### config.mk
export PLATFORM = sky130hd
export DESIGN_NAME = clamp_arith_unit
export DESIGN_NICKNAME = d
export VERILOG_FILES = /design/src/rtl/clamp_arith_pkg.sv /design/src/rtl/clamp_arith_core.sv /design/src/rtl/clamp_arith_flags.sv /design/src/rtl/clamp_arith_unit.sv
export SDC_FILE = /design/constraint.sdc
export NUM_CORES = 1
export LEC_CHECK = 0
export BUFFER_PORTS_ARGS = -buffer_cell sky130_fd_sc_hd__clkbuf_2
export CAP_MARGIN = 20
export CORE_ASPECT_RATIO = 0.7
export CORE_MARGIN = 2
export CORE_UTILIZATION = 32
export DETAILED_ROUTE_END_ITERATION = 8
export GPL_TIMING_DRIVEN = 0
export PLACE_DENSITY = 0.59
export SYNTH_ARGS = -nofsm -noshare
export SYNTH_HDL_FRONTEND = slang
export SYNTH_SLANG_ARGS = --single-unit
### constraint.sdc
create_clock -name clk -period 1.34 [get_ports clk]
set_clock_uncertainty 0.2 [all_clocks]
set_input_delay 0.067 -clock clk [delete_from_list [all_inputs] [get_ports clk]]
set_output_delay 0.067 -clock clk [all_outputs]
set_load 0.005 [all_outputs]
### src/rtl/clamp_arith_pkg.sv
package clamp_arith_pkg;

  typedef enum logic [1:0] {
    OP_ADD  = 2'd0,
    OP_SUB  = 2'd1,
    OP_RSUB = 2'd2,
    OP_SUBI = 2'd3
  } arith_op_e;

  // status word bit positions (decoded by branch logic downstream)
  localparam int FL_ZERO  = 0;
  localparam int FL_SIGN  = 1;
  localparam int FL_OVF   = 2;
  localparam int FL_CARRY = 3;
  localparam int FL_SAT   = 4;
  localparam int FL_W     = 5;

endpackage

### src/rtl/clamp_arith_core.sv
module clamp_arith_core
  import clamp_arith_pkg::*;
#(
  parameter int W     = 32,
  parameter int IMM_W = 16
) (
  input  arith_op_e        op,
  input  logic [W-1:0]     dst,
  input  logic [W-1:0]     src,
  input  logic [IMM_W-1:0] imm,
  output logic [W-1:0]     clamped,
  output logic             carry,
  output logic             ovf
);

  localparam logic [W-1:0] POS_LIM = {1'b0, {(W-1){1'b1}}};
  localparam logic [W-1:0] NEG_LIM = {1'b1, {(W-1){1'b0}}};

  logic [W-1:0] imm_ext;

  generate
    if (IMM_W < W) begin : g_imm_widen
      assign imm_ext = {{(W-IMM_W){imm[IMM_W-1]}}, imm};
    end else begin : g_imm_trunc
      assign imm_ext = imm[W-1:0];
    end
  endgenerate

  // raw adder with an extra bit for carry-out
  function automatic logic [W:0] raw_op(input logic [W-1:0] a,
                                        input logic [W-1:0] b,
                                        input logic         sub);
    logic [W:0] r;
    if (sub) r = {1'b0, a} + {1'b0, ~b} + {{W{1'b0}}, 1'b1};
    else     r = {1'b0, a} + {1'b0, b};
    return r;
  endfunction

  // signed overflow from operand and raw-result sign bits
  function automatic logic ovf_of(input logic sa, input logic sb,
                                  input logic sr, input logic sub);
    logic same_in;
    same_in = sub ? (sa != sb) : (sa == sb);
    return same_in && (sr != sa);
  endfunction

  logic [W-1:0] opa, opb;
  logic         is_sub;
  logic [W:0]   raw;

  always_comb begin
    opa    = dst;
    opb    = src;
    is_sub = 1'b1;
    unique case (op)
      OP_ADD:  begin opa = dst; opb = src;     is_sub = 1'b0; end
      OP_SUB:  begin opa = dst; opb = src;     end
      OP_RSUB: begin opa = src; opb = dst;     end
      OP_SUBI: begin opa = dst; opb = imm_ext; end
      default: begin opa = dst; opb = src;     end
    endcase
  end

  always_comb begin
    raw   = raw_op(opa, opb, is_sub);
    carry = is_sub ? ~raw[W] : raw[W];
    ovf   = ovf_of(opa[W-1], opb[W-1], raw[W-1], is_sub);
    if (ovf) clamped = opa[W-1] ? NEG_LIM : POS_LIM;
    else     clamped = raw[W-1:0];
  end

endmodule

### src/rtl/clamp_arith_flags.sv
module clamp_arith_flags
  import clamp_arith_pkg::*;
#(
  parameter int W = 32
) (
  input  logic            clk,
  input  logic            rst_n,
  input  logic            upd,
  input  logic            wr,
  input  logic [FL_W-1:0] wr_data,
  input  logic [W-1:0]    res_next,
  input  logic            carry,
  input  logic            ovf,
  output logic [FL_W-1:0] flags
);

  logic [FL_W-1:0] op_flags;

  always_comb begin
    op_flags           = '0;
    op_flags[FL_ZERO]  = (res_next == '0);
    op_flags[FL_SIGN]  = res_next[W-1];
    op_flags[FL_OVF]   = ovf;
    op_flags[FL_CARRY] = carry;
    op_flags[FL_SAT]   = flags[FL_SAT] | ovf;
  end

  always_ff @(posedge clk or negedge rst_n) begin
    if (!rst_n)   flags <= '0;
    else if (wr)  flags <= wr_data;
    else if (upd) flags <= op_flags;
  end

endmodule

### src/rtl/clamp_arith_unit.sv
module clamp_arith_unit
  import clamp_arith_pkg::*;
#(
  parameter int W     = 32,
  parameter int IMM_W = 16
) (
  input  logic             clk,
  input  logic             rst_n,
  input  logic             op_valid,
  input  logic [1:0]       op_sel,
  input  logic [W-1:0]     dst_val,
  input  logic [W-1:0]     src_val,
  input  logic [IMM_W-1:0] imm_val,
  input  logic             flag_wr,
  input  logic [FL_W-1:0]  flag_wr_data,
  output logic [W-1:0]     result,
  output logic [FL_W-1:0]  flags,
  output logic             done
);

  logic [W-1:0] core_res;
  logic         core_carry;
  logic         core_ovf;

  clamp_arith_core #(.W(W), .IMM_W(IMM_W)) u_core (
    .op      (arith_op_e'(op_sel)),
    .dst     (dst_val),
    .src     (src_val),
    .imm     (imm_val),
    .clamped (core_res),
    .carry   (core_carry),
    .ovf     (core_ovf)
  );

  clamp_arith_flags #(.W(W)) u_flags (
    .clk      (clk),
    .rst_n    (rst_n),
    .upd      (op_valid),
    .wr       (flag_wr),
    .wr_data  (flag_wr_data),
    .res_next (core_res),
    .carry    (core_carry),
    .ovf      (core_ovf),
    .flags    (flags)
  );

  always_ff @(posedge clk or negedge rst_n) begin
    if (!rst_n) begin
      result <= '0;
      done   <= 1'b0;
    end else begin
      done <= op_valid;
      if (op_valid) result <= core_res;
    end
  end

endmodule

==> metrics.md, run 1 <==
| Metric | Value |
|---|---|
| Clock network power share | 13.5% |
| Yosys reg bits | 38 |
| EDFF count, synth | 0 |
| Buffers on Ports | 128 |
| CP endpoint kind | register |
| Setup violations, final | 37 |
| Startpoint types | input port |
| H-tree levels | 2 |
| GRT Total Usage | 24.44% |
| Drt first-iter violations | 765 |
| Net switching fraction of the power | 45.54% |
| Final antenna-violating net count | 0 |
| Logic pwr share | 69.8% |
| Synth warnings | 0 |
| Flop pwr share | 16.7% |
| Met1 WL | 14210 microns |
| Netlist cell types | 85 |
| Synth Cell Area | 6847 sq um |
| Met2 WL | 12080 microns |
| Layout cell share with drive strength beyond 1 | 37.17% |
| Util after Layout | 47.48% |
| Largest net degree at the start of global routing | 39 |
| FILL cells | 2059 |
| Failing checks | setup timing |
| WL per Instance | 19.99 microns |
| Ports | 129 |
| Grt total ovfl | 0 |
| WL met3 | 2111 microns |
| Peak VDD IR | 0.6174 mV |
| Register Area | 950.9 sq um |
| Mapped Avg Cell Area | 7.088 sq um |
| Clock Tree Buf Depth | 2 |
| Setup TNS | -94.52 ns |
| Via density | 5.718 |
| First-pass GRT wire length | 43610 microns |
| Pre-antenna DRT Iters | 5 |
| Clock root cell | clkbuf_16 |
| CTS tree | done |
| DR top layer | met4 |
| Die area | 22600 sq um |
| RSZ-0062 raised after global routing | true |
| Post-DP HPWL | 21500 microns |
| Initial Util | 32.81% |
| Leak | 0.004382 uW |
| Clk_lat worst skew | 0.28 ns |
| Core area | 20870 sq um |
| Register area share after synthesis | 13.89% |
| Diodes inserted | 0 |
| Fin area | 9907 sq um |
| Placed instance area | 7975 sq um |
| Cell Int Power | 5511 uW |
| Asr flop ratio synth | 100.0% |
| Final WL | 28960 microns |
| Reg clk slew, reported paths | 0.06 ns |
| Syn-to-layout area delta | 44.70% |
| Final hold vios | 0 |
| CP Data Arrival Time | 4.30 ns |
| CTS Sinks | 38 |
| Vias | 8286 |
| Worst-path fanout max | 5 |
| DRC | 0 |
| Fmax | 232.0 MHz |
| Net Sw Power | 4609 uW |
| Outcome | complete, but fails checks |
| Synth Net Count | 1123 |
| PnR worst setup slack | -2.971 ns |
| Synth Flop Type | dfrtp_1 |
| Worst-Margin Slew | 0.7442 ns |
| Multi-input logic area | 6277 sq um |
| Initial antenna violation count | 0 |
| Slew Viols, Final | 0 |
| Pwr Total | 10120 uW |
| Syn Inst Count | 966 |
| Worst rel slew slack | 50.38% |
| MaxCap Viol Count | 0 |
| Final GP Congestion | 0.9462 |
| Die width | 178.8 microns |
| WP data required | 1.33 ns |
| Crit path time final | 4.311 ns |
| Rows | 44 |
| Vias in the first global route | 7823 |
| CTS buffer count | 5 |
| Final nets | 1330 |
| DIE HEIGHT | 126.4 microns |
| Period utilization | 321.7% |
| PD cells | 1021 nW/um^2 |
| Hold Crit Class | input port to register |
| Critical path class | input port to register |
==> worst max-delay path, cell delays in order <==
cell and delay (ns):
buf_8 0.10, buf_12 0.13, clkinv_8 0.06, nand2_8 0.08, buf_12 0.15, mux2_4 0.31
inv_2 0.07, ha_4 0.12, inv_2 0.04, fa_2 0.36, nor2b_4 0.15, o311ai_4 0.33
buf_4 0.18, a2111oi_4 0.07, o21ai_4 0.25, buf_4 0.18, nand2_1 0.06, a221oi_2 0.40
nand3_1 0.15, or4_4 0.47, nor4_4 0.24, nand4_1 0.14, o31ai_2 0.21
==> cells by family (layout without fill, tap and decap cells) <==
kind of cell / after synthesis / count (layout) / share of synthesized area [%]
xor gates and xnor gates: 25 / 25 / 3.198
buffers and inverters: 127 / 333 / 7.730
muxes: 53 / 53 / 8.352
and+or+nand+nor: 304 / 305 / 22.33
DFF: 38 / 38 / 13.89
adders and majority gates: 66 / 66 / 12.28
AOI/OAI and AO/OA: 353 / 353 / 32.22
==> routing by layer <==
layer  GRT usage (%)  vias up
li1                -     3936
met3           3.867       36
met1           37.62     3957
met4           4.256        0
met5               0        -
met2           35.79      357
==> cell usage after synthesis (3+ instances only) <==
cell | n | area [sq um]
nand2b_1 | 12 | 75.07
xor2_1 | 5 | 43.79
nor2_1 | 118 | 442.9
o31ai_1 | 11 | 82.58
ha_1 | 64 | 800.8
nor4_1 | 10 | 62.56
nor2b_1 | 17 | 106.4
a22oi_1 | 4 | 30.03
mux2i_1 | 20 | 200.2
a2111oi_0 | 4 | 35.03
o2111ai_1 | 3 | 26.28
buf_1 | 14 | 52.55
o21ai_1 | 8 | 40.04
a211oi_1 | 11 | 82.58
dfrtp_1 | 38 | 950.9
and2_1 | 7 | 43.79
and3_1 | 4 | 25.02
inv_2 | 3 | 11.26
inv_1 | 61 | 229.0
o211ai_1 | 13 | 97.59
nand3_1 | 15 | 75.07
mux2_2 | 33 | 371.6
nand2_1 | 48 | 180.2
a21boi_0 | 3 | 22.52
o21a_1 | 6 | 45.04
nor3_1 | 30 | 150.1
buf_6 | 3 | 33.78
or2_2 | 3 | 18.77
a21o_1 | 18 | 135.1
a21oi_1 | 177 | 885.9
a31oi_1 | 11 | 68.82
or3_1 | 6 | 37.54
or4_1 | 5 | 37.54
nand4_1 | 10 | 62.56
o21bai_1 | 13 | 97.59
buf_4 | 3 | 22.52
clkbuf_1 | 27 | 101.4
o31a_1 | 3 | 26.28
buf_2 | 15 | 75.07
a31oi_2 | 3 | 37.54
xnor2_1 | 20 | 175.2
and4_1 | 3 | 26.28
a211o_1 | 4 | 35.03
a311oi_1 | 3 | 26.28
o21ai_0 | 29 | 145.1
==> power by group through the flow <==
stage	Combinational [uW]	Sequential (uW)	Clock, uW
after floorplan	3510	1680	0
after global placement	5180	1700	0
after detailed placement	5200	1700	0
after CTS	6090	1680	1380
after global routing	7580	1730	1440
final	7060	1690	1370
==> final cells by class <==
type,instances,share of cell area (%)
buffer,57,5.279
multi-input combinational,802,63.36
clock buffer,6,1.402
inverter,65,2.614
sequential,38,9.598
tap,276,3.486
clock inverter,1,0.3031
timing repair buffer,204,13.96
==> what timing repair did <==
action	CTS	global route
cloned	3	3
endpoints found under the setup margin	37	75
hold buffers	7	0
resized for setup	163	107
pin swaps	50	53
setup buffers	49	16
hold endpoints to repair	44	0
==> per-stage QoR <==
step	cells	hold slack, ns	setup WS (ns)
after detailed placement	1370	0.05629	-4.421
after global placement	1370	0.05001	-4.371
after CTS	1433	0.09844	-3.018
final	1449	0.1080	-2.971
after global routing	1449	0.1088	-3.076
after floorplan	966	-0.4286	-2.800
==> final timing paths <==
| check | startpoint | endpoint | slack, ns | depth (start not counted) |
|---|---|---|---|---|
| setup / recovery | op_sel[0] | u_flags.flags[0] | -2.97 | 23 |
| hold / removal | op_valid | result[31] | 0.11 | 3 |
| setup reg to reg | u_flags.flags[0] | u_flags.flags[0] | 0.35 | 2 |
| hold reg to reg | result[25] | result[25] | 0.31 | 1 |
| max in group asynchronous | rst_n | result[20] | 0.44 | 2 |
| min in group asynchronous | rst_n | result[26] | 0.14 | 2 |
==> cell usage in the layout (no fill, tap or decap), drive strengths merged, types with 7 or more instances in the layout <==
master	count
o21ai	38
nor3	31
a21oi	178
o31ai	12
xnor2	20
ha	64
or3	7
a211oi	12
clkbuf	156
nand2b	12
nor4	13
mux2	33
o211ai	13
a21o	18
o21bai	13
nor2b	18
buf	104
mux2i	20
and2	7
inv	64
a31oi	14
nand2	48
dlygate4sd3	7
nand4	10
nand3	15
dfrtp	38
nor2	118
==> flip-flops by register name, indices dropped and copies added, names as in the netlist <==
register	cells
result	32
done	1
u_flags.flags	5
No activity file was read; power rests on OpenSTA's default activity.
==> run 2: changes to the inputs <==
Settings changed: CORE_UTILIZATION 32 to 50, PLACE_DENSITY 0.59 to 0.81.
==> metrics.md, run 2 (synthesis gave the netlist of run 1 again) <==
| Metric | Value |
|---|---|
| Outcome | complete, but fails checks (unchanged) |
| Failing checks | setup timing (unchanged) |
| Syn-to-layout area delta | 45.91% (was 44.70%) |
| Ports | 129 (unchanged) |
| WP data required | 1.32 ns (was 1.33 ns) |
| Clock Tree Buf Depth | 2 (unchanged) |
| Max FFs per register | 32 (unchanged) |
| CP Data Arrival Time | 4.44 ns (was 4.30 ns) |
| Crit path time final | 4.464 ns (was 4.311 ns) |
| Setup violations, final | 37 (unchanged) |
| Largest reg by FF count | result (unchanged) |
| Met3 usage | 9.231% (was 3.867%) |
| Reg clk slew, reported paths | 0.06 ns (about the same) |
| Hold slack | 0.1095 ns (was 0.1080 ns) |
| Most common cell after layout, fill and taps aside | clkbuf_2 (was a21oi_1) |
| Number of instances in the placed design | 1279 (was 1370) |
| Register Area | 950.9 sq um (unchanged) |
| Final WL | 30750 microns (was 28960 microns) |
| DRC | 0 (unchanged) |
| PnR worst setup slack | -3.124 ns (was -2.971 ns) |
| Met2 usage | 60.59% (was 35.79%) |
| Layout cell share with drive strength beyond 1 | 39.09% (was 37.17%) |
| RSZ-0062 raised after global routing | true (unchanged) |
| Critical path class | input port to register (unchanged) |
| Vias in the first global route | 8306 (was 7823) |
| Biggest regs | result (32), u_flags.flags (5), done (1) (unchanged) |
| Vias | 9111 (was 8286) |
| Multi-input logic area | 6351 sq um (was 6277 sq um) |
| Peak VDD IR | 0.8287 mV (was 0.6174 mV) |
| Setup TNS | -101.43 ns (was -94.52 ns) |
| Final GP Congestion | 0.9615 (was 0.9462) |
| Grt total ovfl | 0 (unchanged) |
| Worst rel slew slack | 50.85% (was 50.38%) |
| Pre-antenna DRT Iters | 7 (was 5) |
| Post-DP HPWL | 19540 microns (was 21500 microns) |
| Most frequent cells in the layout | clkbuf_2 (127), a21oi_1 (125), nor2_1 (113) (was a21oi_1 (126), clkbuf_2 (125), nor2_1 (113)) |
| GRT Total Usage | 39.10% (was 24.44%) |
| Drt first-iter violations | 1350 (was 765) |
| Clock root cell | clkbuf_16 (unchanged) |
| Met1 GRT Util | 53.72% (was 37.62%) |
| Slowest cell on crit path | or4_4 (unchanged) |
| Final hold vios | 0 (unchanged) |
| Fmax | 224.0 MHz (was 232.0 MHz) |
| Initial antenna violation count | 0 (unchanged) |
| CP max stage delay | 0.52 ns (was 0.47 ns) |
| Die width | 143.9 microns (was 178.8 microns) |
| Core area | 13270 sq um (was 20870 sq um) |
| Slew Viols, Final | 0 (unchanged) |
| Hold Crit Class | input port to register (unchanged) |
| CTS Sinks | 38 (unchanged) |
| First-pass GRT wire length | 44830 microns (was 43610 microns) |
| Final antenna-violating net count | 0 (unchanged) |
| WL per Instance | 22.41 microns (was 19.99 microns) |
| Startpoint types | input port (unchanged) |
| Period utilization | 333.1% (was 321.7%) |
| CTS buffer count | 5 (unchanged) |
| Final nets | 1343 (was 1330) |
| MaxCap Viol Count | 0 (unchanged) |
| PD cells | 1073 nW/um^2 (was 1021 nW/um^2) |
| FILL cells | 933 (was 2059) |
| Largest net degree at the start of global routing | 39 (unchanged) |
| GR peak layer | met2 (was met1) |
| H-tree levels | 2 (unchanged) |
| Buffers on Ports | 128 (unchanged) |
| Via density | 6.641 (was 5.718) |
| Worst R2R Setup Slack | 0.23 ns (was 0.35 ns) |
| Final std cells w/o fill | 1372 (was 1449) |
| CP endpoint kind | register (unchanged) |
| DIE HEIGHT | 101.9 microns (was 126.4 microns) |
| Diodes inserted | 0 (unchanged) |
| Leak | 0.004423 uW (was 0.004382 uW) |
| Worst-path fanout max | 10 (was 5) |
| Critical path, cell by cell | clkbuf_4, clkbuf_16, buf_4, a21oi_2, inv_1, fa_1, nand2b_1, a21oi_2, buf_4, o211ai_1, a31oi_1, xnor2_1, o2111ai_1, or4_1, or4_4, nor4_4, nand4_1, o31ai_2 (was buf_8, buf_12, clkinv_8, nand2_8, buf_12, mux2_4, inv_2, ha_4, inv_2, fa_2, nor2b_4, o311ai_4, buf_4, a2111oi_4, o21ai_4, buf_4, nand2_1, a221oi_2, nand3_1, or4_4, nor4_4, nand4_1, o31ai_2) |
| CTS tree | done (unchanged) |
| Rows | 35 (was 44) |
| Worst-Margin Slew | 0.7372 ns (was 0.7442 ns) |
| Initial Util | 51.60% (was 32.81%) |
| Setup WS pre-CTS | -4.286 ns (was -4.421 ns) |
| Clk_lat worst skew | 0.29 ns (was 0.28 ns) |
| Die area | 14660 sq um (was 22600 sq um) |
-- run 2: final timing paths --
kind                             startpoint               end  depth (start not counted)
setup / recovery                  op_sel[1]  u_flags.flags[0]                         18
hold / removal                     op_valid  u_flags.flags[3]                          3
setup reg to reg           u_flags.flags[0]  u_flags.flags[0]                          2
hold reg to reg            u_flags.flags[3]  u_flags.flags[3]                          1
max in group asynchronous             rst_n  u_flags.flags[0]                          2
min in group asynchronous             rst_n        result[26]                          2
-- run 2: area by class of cell --
cell class,count,area share (%)
inverters,65,2.630
multi-input cells,801,63.58
plain buffers,58,5.261
flip-flops and latches,38,9.519
clock buffers,5,1.253
clock inverters,3,0.6889
repair buffers,217,14.75
well taps,185,2.317
-- run 2: layer usage --
layer	up-vias	wire [microns]
li1	3952	-
met1	4198	11850
met5	-	0
met4	0	1541
met2	775	13120
met3	186	4242
-- run 2: metrics by stage --
stage | power, uW | utilization (%) | area [sq um]
2_1_floorplan | 5194 | - | 6989
3_3_place_gp | 6764 | 59.25 | 7861
3_5_place_dp | 6805 | 59.25 | 7861
4_1_cts | 9745 | 71.98 | 9550
5_1_grt | 11130 | 75.29 | 9990
6_report | 10720 | 75.29 | 9990
-- run 2: worst max-delay path: cells and delay by family --
kind            cells  cell delay, ns
simple gates        5            1.58
compound gates      6            1.21
buf+inv             5            0.91
fa+ha+maj           1            0.46
xor+xnor            1            0.20
-- run 2: where the power goes --
part / leakage, uW / internal, uW / switching [uW]
clock: 0.0000940 / 1070 / 518
sequential: 0.000439 / 1470 / 236
combinational: 0.00389 / 3200 / 4220
total: 0.00442 / 5740 / 4980
-- run 2: what timing repair did --
| item | 4_1_cts | 5_1_grt |
|---|---|---|
| pin swaps | 96 | 42 |
| gates cloned | 4 | 0 |
| gates resized for setup | 201 | 71 |
| buffers inserted | 60 | 19 |
| endpoints found under the hold margin | 44 | 0 |
| hold buffers | 7 | 0 |
| setup endpoints to repair | 37 | 75 |
